--- src/rtl/rep_pkg.sv ---
// Package: shared types for the counted value repeater.
// Assumes nothing beyond standard SystemVerilog.
package rep_pkg;

    // Sequencer phase: waiting for a request, or emitting a burst.
    typedef enum logic {
        SEQ_IDLE  = 1'b0,
        SEQ_BURST = 1'b1
    } seq_state_e;

endpackage

--- src/rtl/rep_fifo.sv ---
// Module: rep_fifo
// Small synchronous queue with a registered occupancy count.
// A push is honoured only when the queue is not full, and a pop only when it is
// not empty; a push and a pop may happen in the same cycle.
// The head entry is presented combinationally from the storage array.
// Assumes DEPTH >= 1.
module rep_fifo #(
    parameter int WIDTH = 16,
    parameter int DEPTH = 2
) (
    input  logic             clk,
    input  logic             rst_n,
    input  logic             push,
    input  logic [WIDTH-1:0] push_data,
    input  logic             pop,
    output logic [WIDTH-1:0] head_data,
    output logic             full,
    output logic             empty
);

    localparam int AW = (DEPTH > 1) ? $clog2(DEPTH) : 1;
    localparam int CW = $clog2(DEPTH + 1);

    logic [WIDTH-1:0] mem [DEPTH];
    logic [AW-1:0]    wr_ptr;
    logic [AW-1:0]    rd_ptr;
    logic [CW-1:0]    cnt;
    logic             do_push;
    logic             do_pop;

    assign full      = (cnt == CW'(DEPTH));
    assign empty     = (cnt == '0);
    assign do_push   = push && !full;
    assign do_pop    = pop && !empty;
    assign head_data = mem[rd_ptr];

    // Advance a pointer with wrap at the last slot.
    function automatic logic [AW-1:0] bump(input logic [AW-1:0] p);
        return (p == AW'(DEPTH - 1)) ? '0 : p + 1'b1;
    endfunction

    // Write the storage slot on an accepted push.
    always_ff @(posedge clk) begin
        if (do_push) begin
            mem[wr_ptr] <= push_data;
        end
    end

    // Maintain pointers and occupancy.
    always_ff @(posedge clk) begin
        if (!rst_n) begin
            wr_ptr <= '0;
            rd_ptr <= '0;
            cnt    <= '0;
        end else begin
            if (do_push) begin
                wr_ptr <= bump(wr_ptr);
            end
            if (do_pop) begin
                rd_ptr <= bump(rd_ptr);
            end
            cnt <= cnt + CW'(do_push) - CW'(do_pop);
        end
    end

    // Occupancy never exceeds the number of slots.
    assert_cnt_bound_R7: assert property (@(posedge clk) disable iff (!rst_n)
        cnt <= CW'(DEPTH));

    // A full queue asked only to push keeps its occupancy.
    assert_full_hold_R7: assert property (@(posedge clk) disable iff (!rst_n)
        (full && push && !pop) |=> full);

endmodule

--- src/rtl/rep_sequencer.sv ---
// Module: rep_sequencer
// Takes one request at a time from the input queue and pushes copies of its
// value into the output queue, counting down the remaining copies.
// Assumes in_avail/in_data/in_count reflect the input queue head and
// out_space means the output queue has a free slot this cycle.
module rep_sequencer
    import rep_pkg::*;
#(
    parameter int DATA_W = 16,
    parameter int CNT_W  = 8
) (
    input  logic              clk,
    input  logic              rst_n,
    input  logic              in_avail,
    input  logic [DATA_W-1:0] in_data,
    input  logic [CNT_W-1:0]  in_count,
    output logic              in_take,
    input  logic              out_space,
    output logic              out_put,
    output logic [DATA_W-1:0] out_val,
    output logic              busy
);

    seq_state_e        state;
    logic [CNT_W-1:0]  remaining;
    logic [DATA_W-1:0] held;

    assign busy    = (state == SEQ_BURST);
    assign in_take = (state == SEQ_IDLE) && in_avail;
    assign out_put = busy && out_space;
    assign out_val = held;

    // Load a request, then count copies down until the burst ends.
    always_ff @(posedge clk) begin
        if (!rst_n) begin
            state     <= SEQ_IDLE;
            remaining <= '0;
            held      <= '0;
        end else begin
            case (state)
                SEQ_IDLE: begin
                    if (in_avail && (in_count != '0)) begin
                        held      <= in_data;
                        remaining <= in_count;
                        state     <= SEQ_BURST;
                    end
                end
                SEQ_BURST: begin
                    if (out_space) begin
                        remaining <= remaining - 1'b1;
                        if (remaining == CNT_W'(1)) begin
                            state <= SEQ_IDLE;
                        end
                    end
                end
                default: state <= SEQ_IDLE;
            endcase
        end
    end

    // Stalled output: the remaining count holds.
    assert_hold_on_stall_R6: assert property (@(posedge clk) disable iff (!rst_n)
        (busy && !out_space) |=> (busy && remaining == $past(remaining)));

    // A burst in progress always has copies left to emit.
    assert_burst_nonzero_R2: assert property (@(posedge clk) disable iff (!rst_n)
        busy |-> (remaining != '0));

    // A non-zero request starts a burst with its full count.
    assert_load_R2: assert property (@(posedge clk) disable iff (!rst_n)
        (in_take && in_count != '0) |=> (busy && remaining == $past(in_count)));

    // A zero-count request leaves the sequencer idle.
    assert_zero_drop_R3: assert property (@(posedge clk) disable iff (!rst_n)
        (in_take && in_count == '0) |=> !busy);

endmodule

--- src/rtl/data_repeater.sv ---
// Module: data_repeater (top)
// Counted value repeater. Requests {value, count} enter an input queue; a
// sequencer expands each into count copies pushed into an output queue.
// Assumes a single clock and synchronous active-low reset.
module data_repeater #(
    parameter int DATA_W    = 16,
    parameter int CNT_W     = 8,
    parameter int IN_DEPTH  = 2,
    parameter int OUT_DEPTH = 2
) (
    input  logic              clk,
    input  logic              rst_n,
    input  logic              req_valid,
    output logic              req_ready,
    input  logic [DATA_W-1:0] req_data,
    input  logic [CNT_W-1:0]  req_count,
    output logic              out_valid,
    input  logic              out_ready,
    output logic [DATA_W-1:0] out_data
);

    localparam int REQ_W = DATA_W + CNT_W;

    logic [REQ_W-1:0]  req_head;
    logic              req_full;
    logic              req_empty;
    logic              seq_take;
    logic              seq_put;
    logic [DATA_W-1:0] seq_val;
    logic              seq_busy;
    logic              out_full;
    logic              out_empty;

    assign req_ready = !req_full;
    assign out_valid = !out_empty;

    rep_fifo #(.WIDTH(REQ_W), .DEPTH(IN_DEPTH)) u_req_q (
        .clk       (clk),
        .rst_n     (rst_n),
        .push      (req_valid),
        .push_data ({req_data, req_count}),
        .pop       (seq_take),
        .head_data (req_head),
        .full      (req_full),
        .empty     (req_empty)
    );

    rep_sequencer #(.DATA_W(DATA_W), .CNT_W(CNT_W)) u_seq (
        .clk       (clk),
        .rst_n     (rst_n),
        .in_avail  (!req_empty),
        .in_data   (req_head[REQ_W-1:CNT_W]),
        .in_count  (req_head[CNT_W-1:0]),
        .in_take   (seq_take),
        .out_space (!out_full),
        .out_put   (seq_put),
        .out_val   (seq_val),
        .busy      (seq_busy)
    );

    rep_fifo #(.WIDTH(DATA_W), .DEPTH(OUT_DEPTH)) u_out_q (
        .clk       (clk),
        .rst_n     (rst_n),
        .push      (seq_put),
        .push_data (seq_val),
        .pop       (out_ready),
        .head_data (out_data),
        .full      (out_full),
        .empty     (out_empty)
    );

    // A stalled copy stays offered and unchanged.
    assert_out_stable_R5: assert property (@(posedge clk) disable iff (!rst_n)
        (out_valid && !out_ready) |=> (out_valid && $stable(out_data)));

    // While a burst runs, the input queue is not drained.
    assert_no_take_busy_R7: assert property (@(posedge clk) disable iff (!rst_n)
        (seq_busy && !req_empty && !req_valid) |=> !req_empty);

endmodule

--- config.mk ---
export PLATFORM = sky130hd
export DESIGN_NAME = data_repeater
export DESIGN_NICKNAME = d
export VERILOG_FILES = /design/src/rtl/rep_pkg.sv /design/src/rtl/rep_fifo.sv /design/src/rtl/rep_sequencer.sv /design/src/rtl/data_repeater.sv
export SDC_FILE = /design/constraint.sdc
export NUM_CORES = 1
export LEC_CHECK = 0
export ABC_AREA = 0
export ABC_CLOCK_PERIOD_IN_PS = 5300
export BUFFER_PORTS_ARGS = -buffer_cell sky130_fd_sc_hd__buf_2
export CAP_MARGIN = 10
export CORE_UTILIZATION = 50
export CTS_CLUSTER_SIZE = 20
export DETAILED_ROUTE_END_ITERATION = 16
export PLACE_DENSITY = 0.79
export SYNTH_ARGS = -nofsm -noshare
export SYNTH_HDL_FRONTEND = slang
export SYNTH_SLANG_ARGS = --single-unit
export TNS_END_PERCENT = 100
--- constraint.sdc ---
create_clock -name clk -period 5.3 [get_ports clk]
set_input_delay 1.06 -clock clk [delete_from_list [all_inputs] [get_ports clk]]
set_output_delay 1.06 -clock clk [all_outputs]
set_load 0.03 [all_outputs]
==> run metrics, run 1 <==
Post-Layout Cell Count 482; Setup Skew 0.00804 ns; reg2reg path depth 7; initial antenna violation count 0; PortBufs 45; root buffer cell clkbuf_8; ys async rst share 0%; drt total wl 7.62 mm; via total after detailed routing 2587; Starting Density 52.3%; Worst Hold Class reg -> reg; prevailing post-synth register cell edfxtp_1; WHS Endpoint u_out_q.mem[1][3]$_DFFE_PP_; filler instances 587; failing checks design-rule violations; Mapped Nets 339; Lkg Pwr 2.03 nW; Slew headroom 30.1%; Worst-Margin Slew 1.05 ns; share of layout cells above drive strength 1 35.3%; H-tree depth 4; CP endpoint kind primary output; iteration count of the initial detailed-routing pass 12; die width 98.0 um; #FFs+latches synth 115; Clock Sink Count 115; post-synth cell types 49; reg2reg setup slack 2.92 ns; CP Launch Type flop; # setup viols final 0; unrepaired setup endpoints after global routing false; CTS resizes 0; setup_tns 0 ns; setup bufs post-CTS 0; first-pass GRT wire length 12.2 mm; Post-synth EDFFs 80; Ports 46; Hold Path Cell Cnt 0; CP Max Fanout 16; CTS Buf Count 17; Layout Area Growth over Synthesis 19.7%; Die Y 98.0 um; vias per cell 5.37; FP Rows 34; dpl cells 449; Max Slew Vio Count 0; sequential area share after synthesis 67.3%; largest net degree at the start of global routing 36; CTS tree built; DP Wirelength 4.60 mm; DR DRC count 4; Max Buffers Root-to-Sink 2; Avg Cell Area, Syn 15.1 um^2; Post-Synthesis Cell Area 0.00461 mm^2; CP Class reg -> out; fin nets 395; Skew-Pair Late Insertion Delay 0.51 ns; routed wire length per instance 15.8 um; CP required 4.24 ns; clock transition at the registers of the reported paths 0.06 ns; Final period util 55.1%; min-delay src u_seq.out_val[3]$_SDFFE_PN0P_; vias in the first global route 2505; GRT Util Overall 17.2%; Hold WS 0.464 ns; Final Wtd Congestion 0.873; post-synth top area cell edfxtp_1; Hold-fix buffers, CTS 0; outcome finished with violations; Fmax achieved 342 MHz; FF-to-FF End u_seq.remaining[5]$_SDFFE_PN0P_; Hold Vio Cnt, Final 0; core area 0.00881 mm^2; PD cells 646 mW/mm^2; Cells after Synth 305; synth warn 0; n_diodes 0; maxcap violations 0; die area 0.00961 mm^2; WP data arrival 1.86 ns; Final ANT Viol Nets 0; Area contributors post-synth edfxtp_1 52%, dfxtp_1 15%, mux2i_1 5.2%, a211oi_2 4.6%, mux2_2 3.9%; Synth top area share 52.1%; minimum clock period 2.92 ns; Peak VDD IR 327 uV; total gr overflow 0; DRT iter0 DRCs 176
[placed cells by master, fill, tap and decap left out, types with 5 or more instances in the layout]
cell type / n
mux2i_1: 24
buf_2: 45
inv_1: 11
nor2_2: 13
ha_1: 6
clkbuf_16: 16
mux2_2: 16
xor2_1: 5
dfxtp_1: 35
nor2_1: 21
edfxtp_1: 80
nand2_1: 9
a211oi_2: 17
[cells in the mapped netlist (all sizes together) (3+ instances only)]
library cell  instances
a211oi               20
a21oi                 5
and2                  3
buf                   5
clkbuf                8
dfxtp                35
edfxtp               80
ha                    6
inv                  11
mux2                 16
mux2i                24
nand2                 9
nor2                 34
nor2b                 3
nor3                  3
o22ai                 4
xnor2                 3
xor2                  5
[worst max path at each step]
stage / cells past startpoint / startpoint / endpoint / slack (ns)
2_1_floorplan: 2 / req_valid / u_req_q.mem[0][0]$_DFFE_PP_ / 2.71
3_3_place_gp: 3 / req_valid / u_req_q.mem[0][21]$_DFFE_PP_ / 2.78
3_5_place_dp: 3 / req_valid / u_req_q.mem[0][17]$_DFFE_PP_ / 2.75
4_1_cts: 2 / flop / out_data[10] / 2.33
5_1_grt: 2 / flop / out_data[7] / 2.28
6_report: 2 / flop / out_data[5] / 2.38
[routing by layer]
metal / GRT usage, % / vias to the layer above / routed length (um)
met3: 6.23 / 12 / 393
met5: 0 / - / 0
li1: - / 1266 / -
met1: 22.3 / 1223 / 3590
met4: 8.28 / 0 / 121
met2: 25.6 / 86 / 3520
[stage by stage]
stage	utilization [%]	worst slack (ns)	total power, mW	cell area [um^2]
detailed placement	55.9	2.75	2.45	4920
floorplan	-	2.71	2.24	4610
CTS	62.5	2.33	3.58	5500
global route	62.7	2.28	3.75	5520
global placement	55.9	2.78	2.41	4920
finish	62.7	2.38	3.56	5520
[state kept, by name, indices dropped and copies added (netlist names), named ones only]
signal           flops
u_seq.busy           1
u_out_q.wr_ptr       1
u_out_q.rd_ptr       1
u_req_q.cnt          2
u_req_q.rd_ptr       1
u_req_q.mem         48
u_seq.out_val       16
u_out_q.mem         32
u_req_q.wr_ptr       1
u_seq.remaining      8
u_out_q.cnt          2
[critical path, stage by stage, from the launching register on]
cell	delay, ns
dfxtp_1	0.74
mux2_2	0.42
buf_2	0.18
[report_power, final]
part           leakage, nW  internal, mW  switching (mW)
Combinational        0.717         0.422           0.635
Clock                0.272         0.716           0.389
Sequential            1.04          1.24           0.156
[layout make-up]
type                    count  area, um^2  area share, %
well taps                 108         135           2.45
repair buffers             50         270           4.90
inverters                  11        41.3          0.748
clock inverters            12         155           2.81
flip-flops and latches    115        3100           56.2
clock buffers              20         425           7.71
multi-input cells         166        1390           25.1
[kinds of logic (layout without fill, tap and decap cells)]
| group | count (synthesis) | count (layout) | share of synthesized area, % |
|---|---|---|---|
| and+or+nand+nor | 66 | 66 | 7.57 |
| muxes | 40 | 40 | 9.12 |
| AOI/OAI and AO/OA | 46 | 46 | 10.2 |
| adders and majority gates | 6 | 6 | 1.63 |
| buffers and inverters | 24 | 93 | 2.63 |
| xor gates and xnor gates | 8 | 8 | 1.52 |
| DFF | 115 | 115 | 67.3 |
Power figures use the tool's default switching activity.
==> inputs of run 2 (changes only) <==
--- a/config.mk
+++ b/config.mk
@@ -5,8 +5,8 @@
 export SDC_FILE = /design/constraint.sdc
 export NUM_CORES = 1
 export LEC_CHECK = 0
-export ABC_AREA = 0
-export ABC_CLOCK_PERIOD_IN_PS = 5300
+export ABC_AREA = 1
+export ABC_CLOCK_PERIOD_IN_PS = 2950
 export BUFFER_PORTS_ARGS = -buffer_cell sky130_fd_sc_hd__buf_2
 export CAP_MARGIN = 10
 export CORE_UTILIZATION = 50
==> constraint.sdc (replaced) <==
create_clock -name clk -period 2.95 [get_ports clk]
set_input_delay 0.59 -clock clk [delete_from_list [all_inputs] [get_ports clk]]
set_output_delay 0.59 -clock clk [all_outputs]
set_load 0.03 [all_outputs]
==> run metrics, run 2 <==
DR DRC count 0; grt met1 use 22.5%; Die Y 99.5 um; final instance area 0.00565 mm^2; Final ANT Viol Nets 0; die width 99.5 um; critical path depth 2; post-synth top area cell edfxtp_1; Placed Area 0.00506 mm^2; post-synth cell types 27; largest net degree at the start of global routing 35; ys async rst share 0%; Area contributors post-synth edfxtp_1 51%, dfxtp_1 15%, nand2_1 7.6%, mux2_2 3.8%, nor2_1 3.6%; Final Wtd Congestion 0.836; outcome complete, no violations; critical path's slowest cell dfxtp_1; most common cell after layout, fill and taps aside nand2_1; setup bufs post-CTS 0; Lkg Pwr 2.40 nW; FF-to-FF End u_seq.out_val[3]$_SDFFE_PN0P_; CP cell instances mux2_2 > buf_2; Final period util 81.9%; Cells after Synth 431; CP Capture Point out_data[8]; Post-Layout Cell Count 627; total gr overflow 0; Slew headroom 57.2%; WP data arrival 1.82 ns; first-pass GRT wire length 13.6 mm; GRT Util Overall 18.0%; n_diodes 0; vias per cell 4.81; Clock Sink Count 115; initial antenna violation count 0; Hold-fix buffers, CTS 0; synth warn 0; Worst-Margin Slew 0.641 ns; Hold Vio Cnt, Final 0; Sw Ratio 35.9%; FP Rows 35; Avg Cell Area, Syn 11.0 um^2; dpl cells 595; Synth top area share 50.6%; iteration count of the initial detailed-routing pass 4; minimum clock period 2.41 ns; CP required 2.36 ns; reg2reg path depth 10; CTS Buf Count 17; CP Max Fanout 16; drt total wl 8.04 mm; pre-CTS WS 1.01 ns; Skew-Pair Late Insertion Delay 0.50 ns; routed wire length per instance 12.8 um; # setup viols final 0; H-tree depth 4; CP top delay family flip-flops; CP endpoint kind primary output; Worst Hold Class in -> reg; CP Class reg -> out; commonest cells after routing, fill and taps aside 96 x nand2_1, 80 x edfxtp_1, 45 x buf_2; Hold WS 0.272 ns; Mapped Nets 465; register name with the most flops u_req_q.mem; unrepaired setup endpoints after global routing false; PortBufs 45; P_int 4.09 mW; post-layout total power 6.37 mW; power share of the sequential group 38.8%; Post-synth EDFFs 80; clock transition at the registers of the reported paths 0.06 ns; sw power 2.29 mW; die area 0.00990 mm^2; CTS tree built; Starting Density 51.4%; Max Buffers Root-to-Sink 2; Ports 46; busiest grt layer met2; vias in the first global route 2950; reg2reg setup slack 1.08 ns; Peak VDD IR 557 uV; sequential area share after synthesis 65.3%; CTS resizes 0; Fmax achieved 414 MHz; maxcap violations 0; root buffer cell clkbuf_8; prevailing post-synth register cell edfxtp_1; Max Slew Vio Count 0; Layout Area Growth over Synthesis 18.8%; Buf/Inv on CP 1; Layout Utilization 61.1%; Synth top cells by count 96 x nand2_1, 80 x edfxtp_1, 46 x nor2_1; setup_tns 0 ns; #FFs+latches synth 115; GRT met2 Usage 28.9%; via total after detailed routing 3016; Setup WS post-layout 0.535 ns; Hold Path Cell Cnt 1; met3 usage 4.85%; CP Launch Type flop; max reg flops 48; DRT iter0 DRCs 154; PD cells 1130 mW/mm^2; Combinational Power Share 30.0%; count leader, synth nand2_1; Post-Synthesis Cell Area 0.00475 mm^2; Setup Skew 0.00603 ns; DP Wirelength 5.36 mm; fin nets 519; clock power share 31.2%; CP max stage delay 0.73 ns; core area 0.00924 mm^2; share of layout cells above drive strength 1 25.9%
==> run 2: cell types whose count changed after synthesis, moves of 17 or more <==
cell	previous run	this run
nand2_1	9	96
inv_1	11	37
nor2_1	22	46
nand3_1	2	20
mux2i_1	24	0
a211oi_2	17	0
==> run 2: power groups by stage <==
stage,logic (mW),registers (mW),clock network [mW]
after floorplan,1.66,2.39,0
after global placement,1.82,2.47,0
after detailed placement,1.90,2.50,0
after CTS,1.92,2.47,2.01
after global routing,2.16,2.52,2.08
final,1.91,2.47,1.99
==> run 2: worst reg2reg max path, delay by kind of cell (launching register included) <==
family	cells	cell delay, ns
buffers and inverters	2	0.41
and+or+nand+nor	8	0.77
DFF	1	0.63
==> run 2: layout make-up <==
cell class / count / area (um^2)
clock buffer: 17 / 414
clock inverter: 15 / 171
fill: 705 / 3590
inverter: 41 / 164
multi-input combinational: 259 / 1360
sequential: 115 / 3100
tap: 129 / 161
timing repair buffer: 51 / 270
==> run 2: how the worst min path moves through the flow <==
stage                                             start                           end  slack (ns)
final                                      req_data[13]  u_req_q.mem[1][21]$_DFFE_PP_        0.27
after global routing                        req_data[3]  u_req_q.mem[0][11]$_DFFE_PP_        0.26
after CTS                                  req_data[13]  u_req_q.mem[1][21]$_DFFE_PP_        0.26
after detailed placement  u_seq.out_val[5]$_SDFFE_PN0P_   u_out_q.mem[0][5]$_DFFE_PP_        0.45
after global placement    u_seq.out_val[5]$_SDFFE_PN0P_   u_out_q.mem[1][5]$_DFFE_PP_        0.43
after floorplan               u_out_q.cnt[1]$_SDFF_PN0_     u_out_q.cnt[1]$_SDFF_PN0_        0.42
==> run 2: cells by family (layout without fill, tap and decap cells) <==
group | after synthesis | count (layout) | share of synthesized area (%)
buffers and inverters | 57 | 124 | 6.13
and+or+nand+nor | 189 | 189 | 17.9
adders and majority gates | 6 | 6 | 1.58
AOI/OAI and AO/OA | 46 | 46 | 4.92
xor gates and xnor gates | 2 | 2 | 0.369
muxes | 16 | 16 | 3.79
DFF | 115 | 115 | 65.3
==> run 2: routing by layer <==
metal / vias up / share of wire (%)
met5: - / 0
li1: 1538 / -
met4: 0 / 2.2
met1: 1400 / 45
met2: 64 / 48
met3: 14 / 4.3
